==> src/rtl/dma_m2p_pkg.sv <==
package dma_m2p_pkg;

    typedef enum logic [1:0] {
        ST_IDLE  = 2'd0,
        ST_READ  = 2'd1,
        ST_WRITE = 2'd2
    } xfer_state_e;

    localparam logic [2:0] OFS_SRC  = 3'd0;
    localparam logic [2:0] OFS_DST  = 3'd1;
    localparam logic [2:0] OFS_CNT  = 3'd2;
    localparam logic [2:0] OFS_CTRL = 3'd3;
    localparam logic [2:0] OFS_STAT = 3'd4;
    localparam logic [2:0] OFS_FCLR = 3'd5;

    localparam int CTRL_ACT = 0;
    localparam int CTRL_IEH = 1;
    localparam int CTRL_IEF = 2;
    localparam int STAT_HALF = 0;
    localparam int STAT_FULL = 1;

endpackage

==> src/rtl/dma_m2p_regs.sv <==
module dma_m2p_regs
    import dma_m2p_pkg::*;
#(
    parameter int ADDR_W = 32,
    parameter int CNT_W  = 16,
    parameter int REG_W  = 32
) (
    input  logic              clk,
    input  logic              rst_n,
    input  logic              reg_we,
    input  logic [2:0]        reg_addr,
    input  logic [REG_W-1:0]  reg_wdata,
    output logic [REG_W-1:0]  reg_rdata,
    input  logic              busy_i,
    input  logic              strobe_i,
    input  logic              half_i,
    input  logic              done_i,
    output logic              start_o,
    output logic [ADDR_W-1:0] src_o,
    output logic [ADDR_W-1:0] dst_o,
    output logic [CNT_W-1:0]  cnt_o,
    output logic              irq_half_o,
    output logic              irq_full_o
);

    typedef struct packed {
        logic [ADDR_W-1:0] src;
        logic [ADDR_W-1:0] dst;
        logic [CNT_W-1:0]  cnt;
        logic              ieh;
        logic              ief;
        logic              fh;
        logic              ff;
    } regs_t;

    regs_t regs_d, regs_q;
    logic  cfg_wr;

    always_comb begin
        regs_d  = regs_q;
        cfg_wr  = reg_we && !busy_i;
        start_o = cfg_wr && (reg_addr == OFS_CTRL) && reg_wdata[CTRL_ACT]
                  && (regs_q.cnt != '0);
        if (cfg_wr) begin
            case (reg_addr)
                OFS_SRC:  regs_d.src = reg_wdata[ADDR_W-1:0];
                OFS_DST:  regs_d.dst = reg_wdata[ADDR_W-1:0];
                OFS_CNT:  regs_d.cnt = reg_wdata[CNT_W-1:0];
                OFS_CTRL: begin
                    regs_d.ieh = reg_wdata[CTRL_IEH];
                    regs_d.ief = reg_wdata[CTRL_IEF];
                end
                default: ;
            endcase
        end
        if (strobe_i) begin
            regs_d.src = regs_q.src + ADDR_W'(1);
            regs_d.cnt = regs_q.cnt - CNT_W'(1);
        end
        if (reg_we && (reg_addr == OFS_FCLR)) begin
            if (reg_wdata[STAT_HALF]) regs_d.fh = 1'b0;
            if (reg_wdata[STAT_FULL]) regs_d.ff = 1'b0;
        end
        if (half_i) regs_d.fh = 1'b1;
        if (done_i) regs_d.ff = 1'b1;
    end

    always_ff @(posedge clk) begin
        if (!rst_n) regs_q <= '0;
        else        regs_q <= regs_d;
    end

    always_comb begin
        reg_rdata = '0;
        case (reg_addr)
            OFS_SRC:  reg_rdata[ADDR_W-1:0] = regs_q.src;
            OFS_DST:  reg_rdata[ADDR_W-1:0] = regs_q.dst;
            OFS_CNT:  reg_rdata[CNT_W-1:0]  = regs_q.cnt;
            OFS_CTRL: begin
                reg_rdata[CTRL_ACT] = busy_i;
                reg_rdata[CTRL_IEH] = regs_q.ieh;
                reg_rdata[CTRL_IEF] = regs_q.ief;
            end
            OFS_STAT: begin
                reg_rdata[STAT_HALF] = regs_q.fh;
                reg_rdata[STAT_FULL] = regs_q.ff;
            end
            default: ;
        endcase
    end

    assign src_o      = regs_q.src;
    assign dst_o      = regs_q.dst;
    assign cnt_o      = regs_q.cnt;
    assign irq_half_o = regs_q.fh && regs_q.ieh;
    assign irq_full_o = regs_q.ff && regs_q.ief;

    assert_cnt_step_R5: assert property (@(posedge clk) disable iff (!rst_n)
        strobe_i |=> (regs_q.cnt == $past(regs_q.cnt) - CNT_W'(1)));
    assert_src_step_R4: assert property (@(posedge clk) disable iff (!rst_n)
        strobe_i |=> (regs_q.src == $past(regs_q.src) + ADDR_W'(1)));
    assert_dst_hold_R4: assert property (@(posedge clk) disable iff (!rst_n)
        busy_i |=> $stable(regs_q.dst));
    assert_full_flag_R7: assert property (@(posedge clk) disable iff (!rst_n)
        done_i |=> regs_q.ff);
    assert_half_flag_R6: assert property (@(posedge clk) disable iff (!rst_n)
        half_i |=> regs_q.fh);

endmodule

==> src/rtl/dma_m2p_xfer.sv <==
module dma_m2p_xfer
    import dma_m2p_pkg::*;
#(
    parameter int CNT_W  = 16,
    parameter int DATA_W = 8
) (
    input  logic              clk,
    input  logic              rst_n,
    input  logic              start_i,
    input  logic [CNT_W-1:0]  count_i,
    input  logic              per_req_i,
    input  logic              mrd_valid_i,
    input  logic [DATA_W-1:0] mrd_data_i,
    output logic              busy_o,
    output logic              mrd_req_o,
    output logic              strobe_o,
    output logic [DATA_W-1:0] per_data_o,
    output logic              half_o,
    output logic              done_o
);

    typedef struct packed {
        xfer_state_e       st;
        logic              busy;
        logic [CNT_W-1:0]  half_mark;
        logic [DATA_W-1:0] data;
    } xfer_t;

    xfer_t xs_d, xs_q;

    always_comb begin
        xs_d   = xs_q;
        half_o = 1'b0;
        done_o = 1'b0;
        case (xs_q.st)
            ST_IDLE: begin
                if (xs_q.busy && per_req_i) xs_d.st = ST_READ;
            end
            ST_READ: begin
                if (mrd_valid_i) begin
                    xs_d.data = mrd_data_i;
                    xs_d.st   = ST_WRITE;
                end
            end
            ST_WRITE: begin
                xs_d.st = ST_IDLE;
                half_o  = ((count_i - CNT_W'(1)) == xs_q.half_mark);
                done_o  = (count_i == CNT_W'(1));
                if (done_o) xs_d.busy = 1'b0;
            end
            default: xs_d.st = ST_IDLE;
        endcase
        if (start_i) begin
            xs_d.busy      = 1'b1;
            xs_d.half_mark = count_i >> 1;
        end
    end

    always_ff @(posedge clk) begin
        if (!rst_n) xs_q <= '{st: ST_IDLE, busy: 1'b0, half_mark: '0, data: '0};
        else        xs_q <= xs_d;
    end

    assign busy_o     = xs_q.busy;
    assign mrd_req_o  = (xs_q.st == ST_READ);
    assign strobe_o   = (xs_q.st == ST_WRITE);
    assign per_data_o = xs_q.data;

    assert_req_held_R3: assert property (@(posedge clk) disable iff (!rst_n)
        (mrd_req_o && !mrd_valid_i) |=> mrd_req_o);
    assert_idle_quiet_R8: assert property (@(posedge clk) disable iff (!rst_n)
        !xs_q.busy |-> (!mrd_req_o && !strobe_o));
    assert_self_clear_R7: assert property (@(posedge clk) disable iff (!rst_n)
        done_o |=> !busy_o);
    assert_no_restart_R9: assert property (@(posedge clk) disable iff (!rst_n)
        xs_q.busy |-> !start_i);
    assert_strobe_after_valid_R3: assert property (@(posedge clk) disable iff (!rst_n)
        strobe_o |-> $past(mrd_valid_i));

endmodule

==> src/rtl/dma_m2p_channel.sv <==
module dma_m2p_channel
    import dma_m2p_pkg::*;
#(
    parameter int ADDR_W = 32,
    parameter int DATA_W = 8,
    parameter int CNT_W  = 16,
    parameter int REG_W  = 32
) (
    input  logic              clk,
    input  logic              rst_n,
    input  logic              reg_we,
    input  logic [2:0]        reg_addr,
    input  logic [REG_W-1:0]  reg_wdata,
    output logic [REG_W-1:0]  reg_rdata,
    input  logic              per_req,
    output logic              per_wr,
    output logic [ADDR_W-1:0] per_addr,
    output logic [DATA_W-1:0] per_data,
    output logic              mrd_req,
    output logic [ADDR_W-1:0] mrd_addr,
    input  logic              mrd_valid,
    input  logic [DATA_W-1:0] mrd_data,
    output logic              irq_half,
    output logic              irq_full
);

    logic             busy, start, half_ev, done_ev;
    logic [CNT_W-1:0] cnt;

    dma_m2p_regs #(.ADDR_W(ADDR_W), .CNT_W(CNT_W), .REG_W(REG_W)) u_regs (
        .clk        (clk),
        .rst_n      (rst_n),
        .reg_we     (reg_we),
        .reg_addr   (reg_addr),
        .reg_wdata  (reg_wdata),
        .reg_rdata  (reg_rdata),
        .busy_i     (busy),
        .strobe_i   (per_wr),
        .half_i     (half_ev),
        .done_i     (done_ev),
        .start_o    (start),
        .src_o      (mrd_addr),
        .dst_o      (per_addr),
        .cnt_o      (cnt),
        .irq_half_o (irq_half),
        .irq_full_o (irq_full)
    );

    dma_m2p_xfer #(.CNT_W(CNT_W), .DATA_W(DATA_W)) u_xfer (
        .clk         (clk),
        .rst_n       (rst_n),
        .start_i     (start),
        .count_i     (cnt),
        .per_req_i   (per_req),
        .mrd_valid_i (mrd_valid),
        .mrd_data_i  (mrd_data),
        .busy_o      (busy),
        .mrd_req_o   (mrd_req),
        .strobe_o    (per_wr),
        .per_data_o  (per_data),
        .half_o      (half_ev),
        .done_o      (done_ev)
    );

    assert_wr_needs_active_R8: assert property (@(posedge clk) disable iff (!rst_n)
        per_wr |-> busy);

endmodule

==> config.mk <==
export PLATFORM = sky130hd
export DESIGN_NAME = dma_m2p_channel
export DESIGN_NICKNAME = d
export VERILOG_FILES = /design/src/rtl/dma_m2p_pkg.sv /design/src/rtl/dma_m2p_regs.sv /design/src/rtl/dma_m2p_xfer.sv /design/src/rtl/dma_m2p_channel.sv
export SDC_FILE = /design/constraint.sdc
export NUM_CORES = 1
export LEC_CHECK = 0
export ABC_AREA = 1
export BUFFER_PORTS_ARGS = -buffer_cell sky130_fd_sc_hd__buf_2
export CAP_MARGIN = 20
export CORE_MARGIN = 4
export CORE_UTILIZATION = 40
export DETAILED_ROUTE_END_ITERATION = 10
export PLACE_DENSITY = 0.64
export SLEW_MARGIN = 20
export SYNTH_ARGS = -nofsm -noshare
export SYNTH_HDL_FRONTEND = slang
export SYNTH_SLANG_ARGS = --single-unit
==> constraint.sdc <==
create_clock -name clk -period 2.5 [get_ports clk]
set_clock_uncertainty 0.2 [all_clocks]
set_input_delay 0.5 -clock clk [delete_from_list [all_inputs] [get_ports clk]]
set_output_delay 0.5 -clock clk [all_outputs]
set_load 0.02 [all_outputs]
# After elaboration in Yosys (flattened, before gate mapping)
# Cells that the tools add are included.
# word_totals
register_bits,110
output_inout_bits,108
# op_classes
add_sub_neg,2
n_eq_ne,11
muxes,24
reduce_logical,30
# ops
operator,count
$mux 32,3
$mux 82,1
$pmux 13 s3,1
$add 32x1->32 const B,1
$mux 16,2
$pmux 16 s2,1
$reduce_and 2->1,9
$reduce_bool 2->1,9
$mux 17,1
$eq 16x1->1 const B,1
$eq 16x15->1,1
$reduce_bool 16->1,1
$sub 16x1->16 const B,1
$pmux 2 s5,1
$logic_and 1x1->1,8
$mux 1,8
$mux 2,4
$eq 3x2->1 const B,2
$eq 3x3->1 const B,2
$ne 2x1->1 const B,2
$pmux 1 s4,1
$pmux 2 s2,1
$eq 3x1->1 const B,1
$logic_not 3->1,1
4 further kinds,4

# Logic depth before layout (Yosys ltp)
# Gate-level depths: netlist (run 1).
# depth
depth_word,7
mapped_depth,14
mapped_depth_nobuf,14

# Modules after synthesis
# From an unflattened synthesis (run 1), not the netlist that was laid out.
# hier_totals
hier_cells,1177
hier_area_um2,7532.2
# by_module_without_submodules
module,n_inst,area_per_inst_um2,seq_area_each_um2,cells_each
dma_m2p_regs,1,5914.4,1681.6,934
dma_m2p_xfer,1,1617.8,520.5,243

# Worst setup path after synthesis (run 1)
# Ideal clock, no wire load.
# synth_timing
kind,input-to-output
start,in reg_addr[2]
end,out reg_rdata[25]
required_ns,1.800
slack_ns,0.214
stages,5
arrival_ns,1.586
cell_sequence,nor2_1 > nand2_1 > buf_2 > clkbuf_1 > o21ai_0
# synth_between
elab_chain_len,2
# synth_rtl
item,line,text
"start, declared",dma_m2p_channel.sv:12,"input logic [2:0] reg_addr,"
$eq 3x1->1 / $logic_not 3->1 (equally long branches),dma_m2p_regs.sv:75,case (reg_addr)
$pmux 16 s2 (*),dma_m2p_regs.sv:75,
"end, declared",dma_m2p_channel.sv:14,"output logic [REG_W-1:0] reg_rdata,"
# Every way passes the cells marked *; elsewhere a longest branch is shown, timed or not.

# Worst setup path in the final report (run 1)
# layout_timing
start,in reg_addr[2]
end,out reg_rdata[6]
# layout_between
elab_chain_len,2
# layout_rtl
item,line
$eq 3x2->1 (tied with other cells),dma_m2p_regs.sv:75
$pmux 13 s3 (*),dma_m2p_regs.sv:75
# Marks and branches as above.

==> impl_results.md, run 1 <==
- Outcome: finished, final reports clean
- RR Startpoint: u_regs.src_o[1]
- Max Root-Sink Buffers: 2
- Mapped Nets: 1,101
- Die Y: 139 µm
- Power per cell area: 506 mW/mm²
- Number of synthesized flops with an enable pin: 0
- Hold path depth: 3
- Wirelength per Cell: 17.5 µm
- I/O Buffers: 155
- Pre-antenna DRT Iters: 5
- Sequential area share after synthesis: 31.9%
- Synthesized flop and latch total: 110
- Final Util: 46.2%
- Initial Util: 41.2%
- Die W: 139 µm
- Register clock-pin slew on the reported worst setup and hold paths: 70 ps
- Ant. Diodes: 0
- DR vias: 7,324
- Main synth FF type: dfxtp_1
- Worst hold path endpoint: u_xfer.per_data_o[0]
- Vias per inst: 5.43
- Async SR Flop Fraction: 0%
- Top-area cell type share of the netlist area: 31.9%
- H-tree levels: 3
- Reg2reg end: u_regs.src_o[20]
- Hold Violations, Final: 0
- Biggest area consumer among synthesized cells: dfxtp_1
- Setup TNS: 0 ps
- R2R setup slack: 300 ps
- CTS tree: built
- CP arrival: 1700 ps
- Final global-route overflow total: 0
- Hold buffers post-CTS: 0
- Startpoint Class: input pin
- Largest net degree at the start of global routing: 70
- Worst-path maximum fanout: 11
- Clock Latency Late Sink: 360 ps
- # setup viols final: 0
- Netlist Area Pre-Place: 0.00690 mm²
- All-Layer GR Usage: 23.9%
- Max VDD drop: 0.340 mV
- Overall routed net length: 23.6 mm
- Share of cells above drive strength 1: 21.3%
- Vias in the first global route: 6,766
- Commonest non-fill, non-tap cell in the layout: nand2_1
- Placed Area: 0.00744 mm²
- GP Congestion: 0.925
- RSZ-0062 raised after global routing: yes
- DRC viols: 0
- Commonest cells after routing, fill and taps aside: 204 x nand2_1, 155 x buf_2, 112 x nor2_1, 110 x dfxtp_1
- LEAKAGE: 3.41 nW
- Synth unique cells: 44
- Final Max Slew Viols: 0
- # Post-CTS Setup Buffers: 0
- Area grow syn2layout: 12.3%
- Max-cap viol count: 0
- Top cells by area, synth: dfxtp_1 32%, nand2_1 11%, buf_4 8.1%, o21ai_0 7.0%, nand3_1 6.5%
- Nets: 1,177
- Root Buffer: clkbuf_16
- Post-DRT Antenna Nets: 0
- Num CTS Buffers: 9
- DRT iter0 DRCs: 804
- Fin crit period: 2400 ps
- Ys Warns: 0
- Post-Syn Area per Cell: 6.57 µm²
- Final Hold Slack: 162 ps
- Slew @ Worst Pin: 1010 ps
- First-pass GRT wire length: 37.7 mm
- Syn Inst Count: 1,050
- Final instance area: 0.00775 mm²
- Crit end category: primary output
- Worst min-delay path class: in -> reg
- Worst path required time: 1800 ps
- Total power: 0.00392 W
- Achievable frequency: 0.416 GHz
- Top Ports: 156
- Slew headroom: 32.4%
- Die Area: 0.0194 mm²
- Initial antenna violation count: 0
- Hpwl dp: 17.5 mm
- Critical path class: in -> out
- Total core area: 0.0168 mm²
- Worst hold path startpoint: mrd_data[0]
- Worst r2r path cells: 9
- Final period util: 96.1%
- Clk sink count: 110
- Number of cell rows: 47
==> synth_stat cells (2+ instances only) <==
| master | number |
|---|---|
| o21ai_0 | 97 |
| xnor2_1 | 2 |
| nor3_2 | 4 |
| nand2_1 | 206 |
| inv_1 | 99 |
| buf_6 | 2 |
| o211ai_1 | 3 |
| a21oi_1 | 75 |
| ha_1 | 3 |
| o21ai_1 | 7 |
| a31oi_1 | 19 |
| dfxtp_1 | 110 |
| a221oi_1 | 6 |
| inv_2 | 10 |
| nor2_2 | 3 |
| nor4_1 | 5 |
| buf_4 | 74 |
| o31ai_1 | 3 |
| o221ai_1 | 13 |
| nand2_4 | 2 |
| nor2_4 | 11 |
| a22o_1 | 2 |
| a22oi_1 | 3 |
| nand2_2 | 6 |
| clkbuf_1 | 28 |
| nand3_1 | 89 |
| nand3_2 | 2 |
| nand4_1 | 5 |
| nor2_1 | 114 |
| buf_2 | 9 |
| xor2_1 | 10 |
| nor3_1 | 16 |
==> state kept, by name (all words and copies together) (netlist names) <==
name,cells
u_regs.cnt_o,16
u_regs.dst_o,32
u_regs.regs_q,4
u_regs.src_o,32
u_xfer.busy_o,1
u_xfer.per_data_o,8
u_xfer.xs_q,17
==> area by class of cell <==
| type | instances | area [µm²] |
|---|---|---|
| clock buffers | 12 | 256 |
| clock inverters | 3 | 43.8 |
| fillers | 1779 | 9010 |
| inverters | 109 | 409 |
| multi-input cells | 717 | 3570 |
| flip-flops and latches | 110 | 2200 |
| well taps | 220 | 275 |
| repair buffers | 179 | 993 |
==> metrics by stage <==
| step | cells | setup slack (ps) |
|---|---|---|
| 6_report | 1350 | 97.7 |
| 5_1_grt | 1350 | -5.24 |
| 4_1_cts | 1350 | 74.3 |
| 3_5_place_dp | 1335 | 80.3 |
| 3_3_place_gp | 1335 | 109 |
| 2_1_floorplan | 1050 | 214 |
==> repair_timing <==
item,CTS,global route
endpoints found under the setup margin,0,18
gates resized for setup,0,6
endpoints found under the hold margin,0,0
==> power by group <==
| part | switching, W | internal, W |
|---|---|---|
| Clock | 0.000681 | 0.000829 |
| Combinational | 0.000383 | 0.000179 |
| Sequential | 0.0000497 | 0.00180 |
==> critical path, cell delays in order <==
cell and delay (ps):
buf_2 100, nor2_1 190, nand2_2 210, buf_4 240, o221ai_1 240, buf_2 210
==> logic make-up (layout without fill, tap and decap cells) <==
| kind of cell | after synthesis | count (layout) | share of synthesized area (%) |
|---|---|---|---|
| buffers and inverters | 223 | 303 | 16.5 |
| DFF | 110 | 110 | 31.9 |
| and+or+nand+nor | 467 | 467 | 30.3 |
| adders and majority gates | 3 | 3 | 0.544 |
| AOI/OAI and AO/OA | 235 | 235 | 19.2 |
| xor gates and xnor gates | 12 | 12 | 1.52 |
==> how the worst max path moves through the flow <==
stage | to | startpoint
2_1_floorplan | reg_rdata[25] | reg_addr[2]
3_3_place_gp | reg_rdata[1] | reg_addr[2]
3_5_place_dp | reg_rdata[6] | reg_addr[2]
4_1_cts | reg_rdata[6] | reg_addr[2]
5_1_grt | reg_rdata[6] | reg_addr[1]
6_report | reg_rdata[6] | reg_addr[2]
==> metal layers <==
metal | GRT usage (%) | vias to the layer above | share of wire, % | routed length, µm
li1 | - | 3574 | - | -
met1 | 35.3 | 3400 | 47 | 11100
met2 | 36.3 | 327 | 43 | 10200
met3 | 4.43 | 23 | 8.5 | 2000
met4 | 5.20 | 0 | 1.3 | 307
met5 | 0 | - | 0 | 0
Power figures use the tool's default switching activity.
==> run 2: changes to the inputs <==
--- a/config.mk
+++ b/config.mk
@@ -12,6 +12,7 @@
 export CORE_UTILIZATION = 40
 export DETAILED_ROUTE_END_ITERATION = 10
 export PLACE_DENSITY = 0.64
+export REMOVE_ABC_BUFFERS = 1
 export SLEW_MARGIN = 20
 export SYNTH_ARGS = -nofsm -noshare
 export SYNTH_HDL_FRONTEND = slang
==> run 2 against run 1 <==
Compared with the run above: combinational power shrank 0.7%; core utilization grew 0.27 points; design area increased by 0.58%; die area stayed put; flip-flop and latch count is the same; global-route usage decreased by 0.18 points; non-clock buffer count grew 2; critical path depth up 2; worst setup slack better by 33 ps; routed wire length decreased by 0.50%; critical path type unchanged; largest power group unchanged.
==> impl_results.md, run 2 (synthesis results as in run 1) <==
- Reg area: 0.00220 mm² (unchanged)
- Area grow syn2layout: 13.0%
- DR vias: 7,346 (+0.30%)
- DRC viols: 0 (unchanged)
- Worst min-delay path class: in -> reg
- Largest net degree at the start of global routing: 43 (-39%)
- Final period util: 94.8% (-1.3 points)
- RSZ-0062 raised after global routing: no
- CP bufs+invs: 4 (+1)
- Hold Violations, Final: 0 (unchanged)
- Nets: 1,179 (+0.17%)
- Slew @ Worst Pin: 814 ps (-198 ps)
- LEAKAGE: 3.44 nW (+0.85%)
- # Post-CTS Setup Buffers: 0 (unchanged)
- Final Hold Slack: 156 ps (-5.96 ps)
- Placed Area: 0.00747 mm² (+0.37%)
- Fin crit period: 2370 ps (-33.0 ps)
- Root Buffer: clkbuf_16
- Startpoint Class: input pin
- Register clock-pin slew on the reported worst setup and hold paths: 70 ps (about the same)
- # setup viols final: 0 (unchanged)
- Clock Latency Late Sink: 370 ps (about the same)
- Critical path class: in -> out
- Worst hold path startpoint: mrd_data[0]
- Hpwl dp: 17.6 mm (+0.62%)
- CTS tree: built
- Initial Util: 41.2% (unchanged)
- Final instance area: 0.00779 mm² (+0.58%)
- Crit end category: primary output
- H-tree levels: 3 (unchanged)
- Vias per inst: 5.43 (about the same)
- Achievable frequency: 0.422 GHz (+1.4%)
- Num CTS Buffers: 9 (unchanged)
- Wirelength per Cell: 17.4 µm (-0.72%)
- Total core area: 0.0168 mm² (unchanged)
- Die W: 139 µm (unchanged)
- Post-DRT Antenna Nets: 0 (unchanged)
- Delay-heaviest family, CP: buffers and inverters
- Max VDD drop: 0.365 mV (+7.6%)
- Worst path required time: 1800 ps (about the same)
- GP Congestion: 0.938 (+1.5%)
- Clk sink count: 110 (unchanged)
- Share of cells above drive strength 1: 21.1% (-0.23 points)
- Setup TNS: 0 ps (unchanged)
- Initial antenna violation count: 0 (unchanged)
- Highest-delay cell along the critical path: buf_2
- Worst hold path endpoint: u_xfer.per_data_o[0]
- Fill count: 1,828 (+2.8%)
- Die Area: 0.0194 mm² (unchanged)
- Vias in the first global route: 6,949 (+2.7%)
- Worst-path cell chain: buf_2 > nor2_1 > nand2_1 > inv_1 > buf_6 > nand2_1 > o221ai_1 > buf_2
- Slowest stage delay, CP: 220 ps (-20 ps)
- First-pass GRT wire length: 37.4 mm (-0.75%)
- Worst r2r path cells: 9 (unchanged)
- DRT iter0 DRCs: 727 (-9.6%)
- Dpl ws: 107 ps (+26.6 ps)
- Pre-antenna DRT Iters: 5 (unchanged)
- Ant. Diodes: 0 (unchanged)
- Reg2reg end: u_regs.src_o[30]
- Hold path depth: 3 (unchanged)
- Worst Slack Setup Final: 131 ps (+33.0 ps)
- Die Y: 139 µm (unchanged)
- Commonest cells after routing, fill and taps aside: 206 x nand2_1, 155 x buf_2, 113 x nor2_1, 110 x dfxtp_1, 99 x inv_1
- RR Startpoint: u_regs.src_o[1]
- Top Ports: 156 (unchanged)
- Max-cap viol count: 0 (unchanged)
- I/O Buffers: 155 (unchanged)
- Footprint of the multi-input gates: 0.00356 mm² (-0.28%)
- Overall routed net length: 23.5 mm (-0.50%)
- Outcome: finished, final reports clean
- Max Root-Sink Buffers: 2 (unchanged)
- Hold buffers post-CTS: 0 (unchanged)
- Power per cell area: 515 mW/mm² (+1.9%)
- All-Layer GR Usage: 23.7% (-0.18 points)
- CP arrival: 1670 ps (-30 ps)
- R2R setup slack: 220 ps (-80 ps)
- Number of cell rows: 47 (unchanged)
- Commonest non-fill, non-tap cell in the layout: nand2_1
- Slew headroom: 45.7% (+13 points)
- Final Max Slew Viols: 0 (unchanged)
- Final global-route overflow total: 0 (unchanged)
- Worst-path maximum fanout: 15 (+4)
==> run 2: stage by stage <==
stage          total power (W)  std cells  util [%]
5_1_grt                0.00418       1353      46.5
3_5_place_dp           0.00244       1337      44.5
4_1_cts                0.00403       1353      46.5
6_report               0.00402       1353      46.5
3_3_place_gp           0.00243       1337      44.5
2_1_floorplan          0.00219        936         -
==> run 2: layout make-up <==
| class | instances | area share (%) |
|---|---|---|
| clock buffer | 10 | 3.07 |
| clock inverter | 6 | 1.09 |
| inverter | 109 | 5.25 |
| multi-input combinational | 717 | 45.7 |
| sequential | 110 | 28.3 |
| tap | 220 | 3.53 |
| timing repair buffer | 181 | 13.1 |
==> run 2: worst max-delay path by stage <==
stage / cells after the start / endpoint / from
after detailed placement: 8 / reg_rdata[3] / reg_addr[2]
after global placement: 8 / reg_rdata[0] / reg_addr[2]
after CTS: 8 / reg_rdata[3] / reg_addr[2]
final: 8 / reg_rdata[3] / reg_addr[2]
after global routing: 9 / u_regs.src_o[30] / u_regs.src_o[1]
after floorplan: 6 / u_regs.dst_o[15] / reg_addr[2]
==> run 2: worst min-delay path, stage by stage <==
cell and delay (ps):
buf_2 80, nor2_1 30, nor2_1 80
==> run 2: power breakdown <==
group | internal (W) | switching [W] | leakage, nW
Combinational | 0.000181 | 0.000378 | 2.39
Clock | 0.000904 | 0.000710 | 0.154
Sequential | 0.00180 | 0.0000488 | 0.891
Total | 0.00288 | 0.00114 | 3.44
==> run 2: timing repair <==
action | CTS | global route
gates resized for setup | 0 | 1
endpoints found under the setup margin | 0 | 3
endpoints found under the hold margin | 0 | 0
==> run 2: routing by layer <==
layer	vias up	part of all wire, %	track usage, %
met1	3410	44	33.2
met5	-	0	0
met3	33	9.5	5.18
li1	3565	-	-
met2	338	44	36.8
met4	0	1.9	6.64
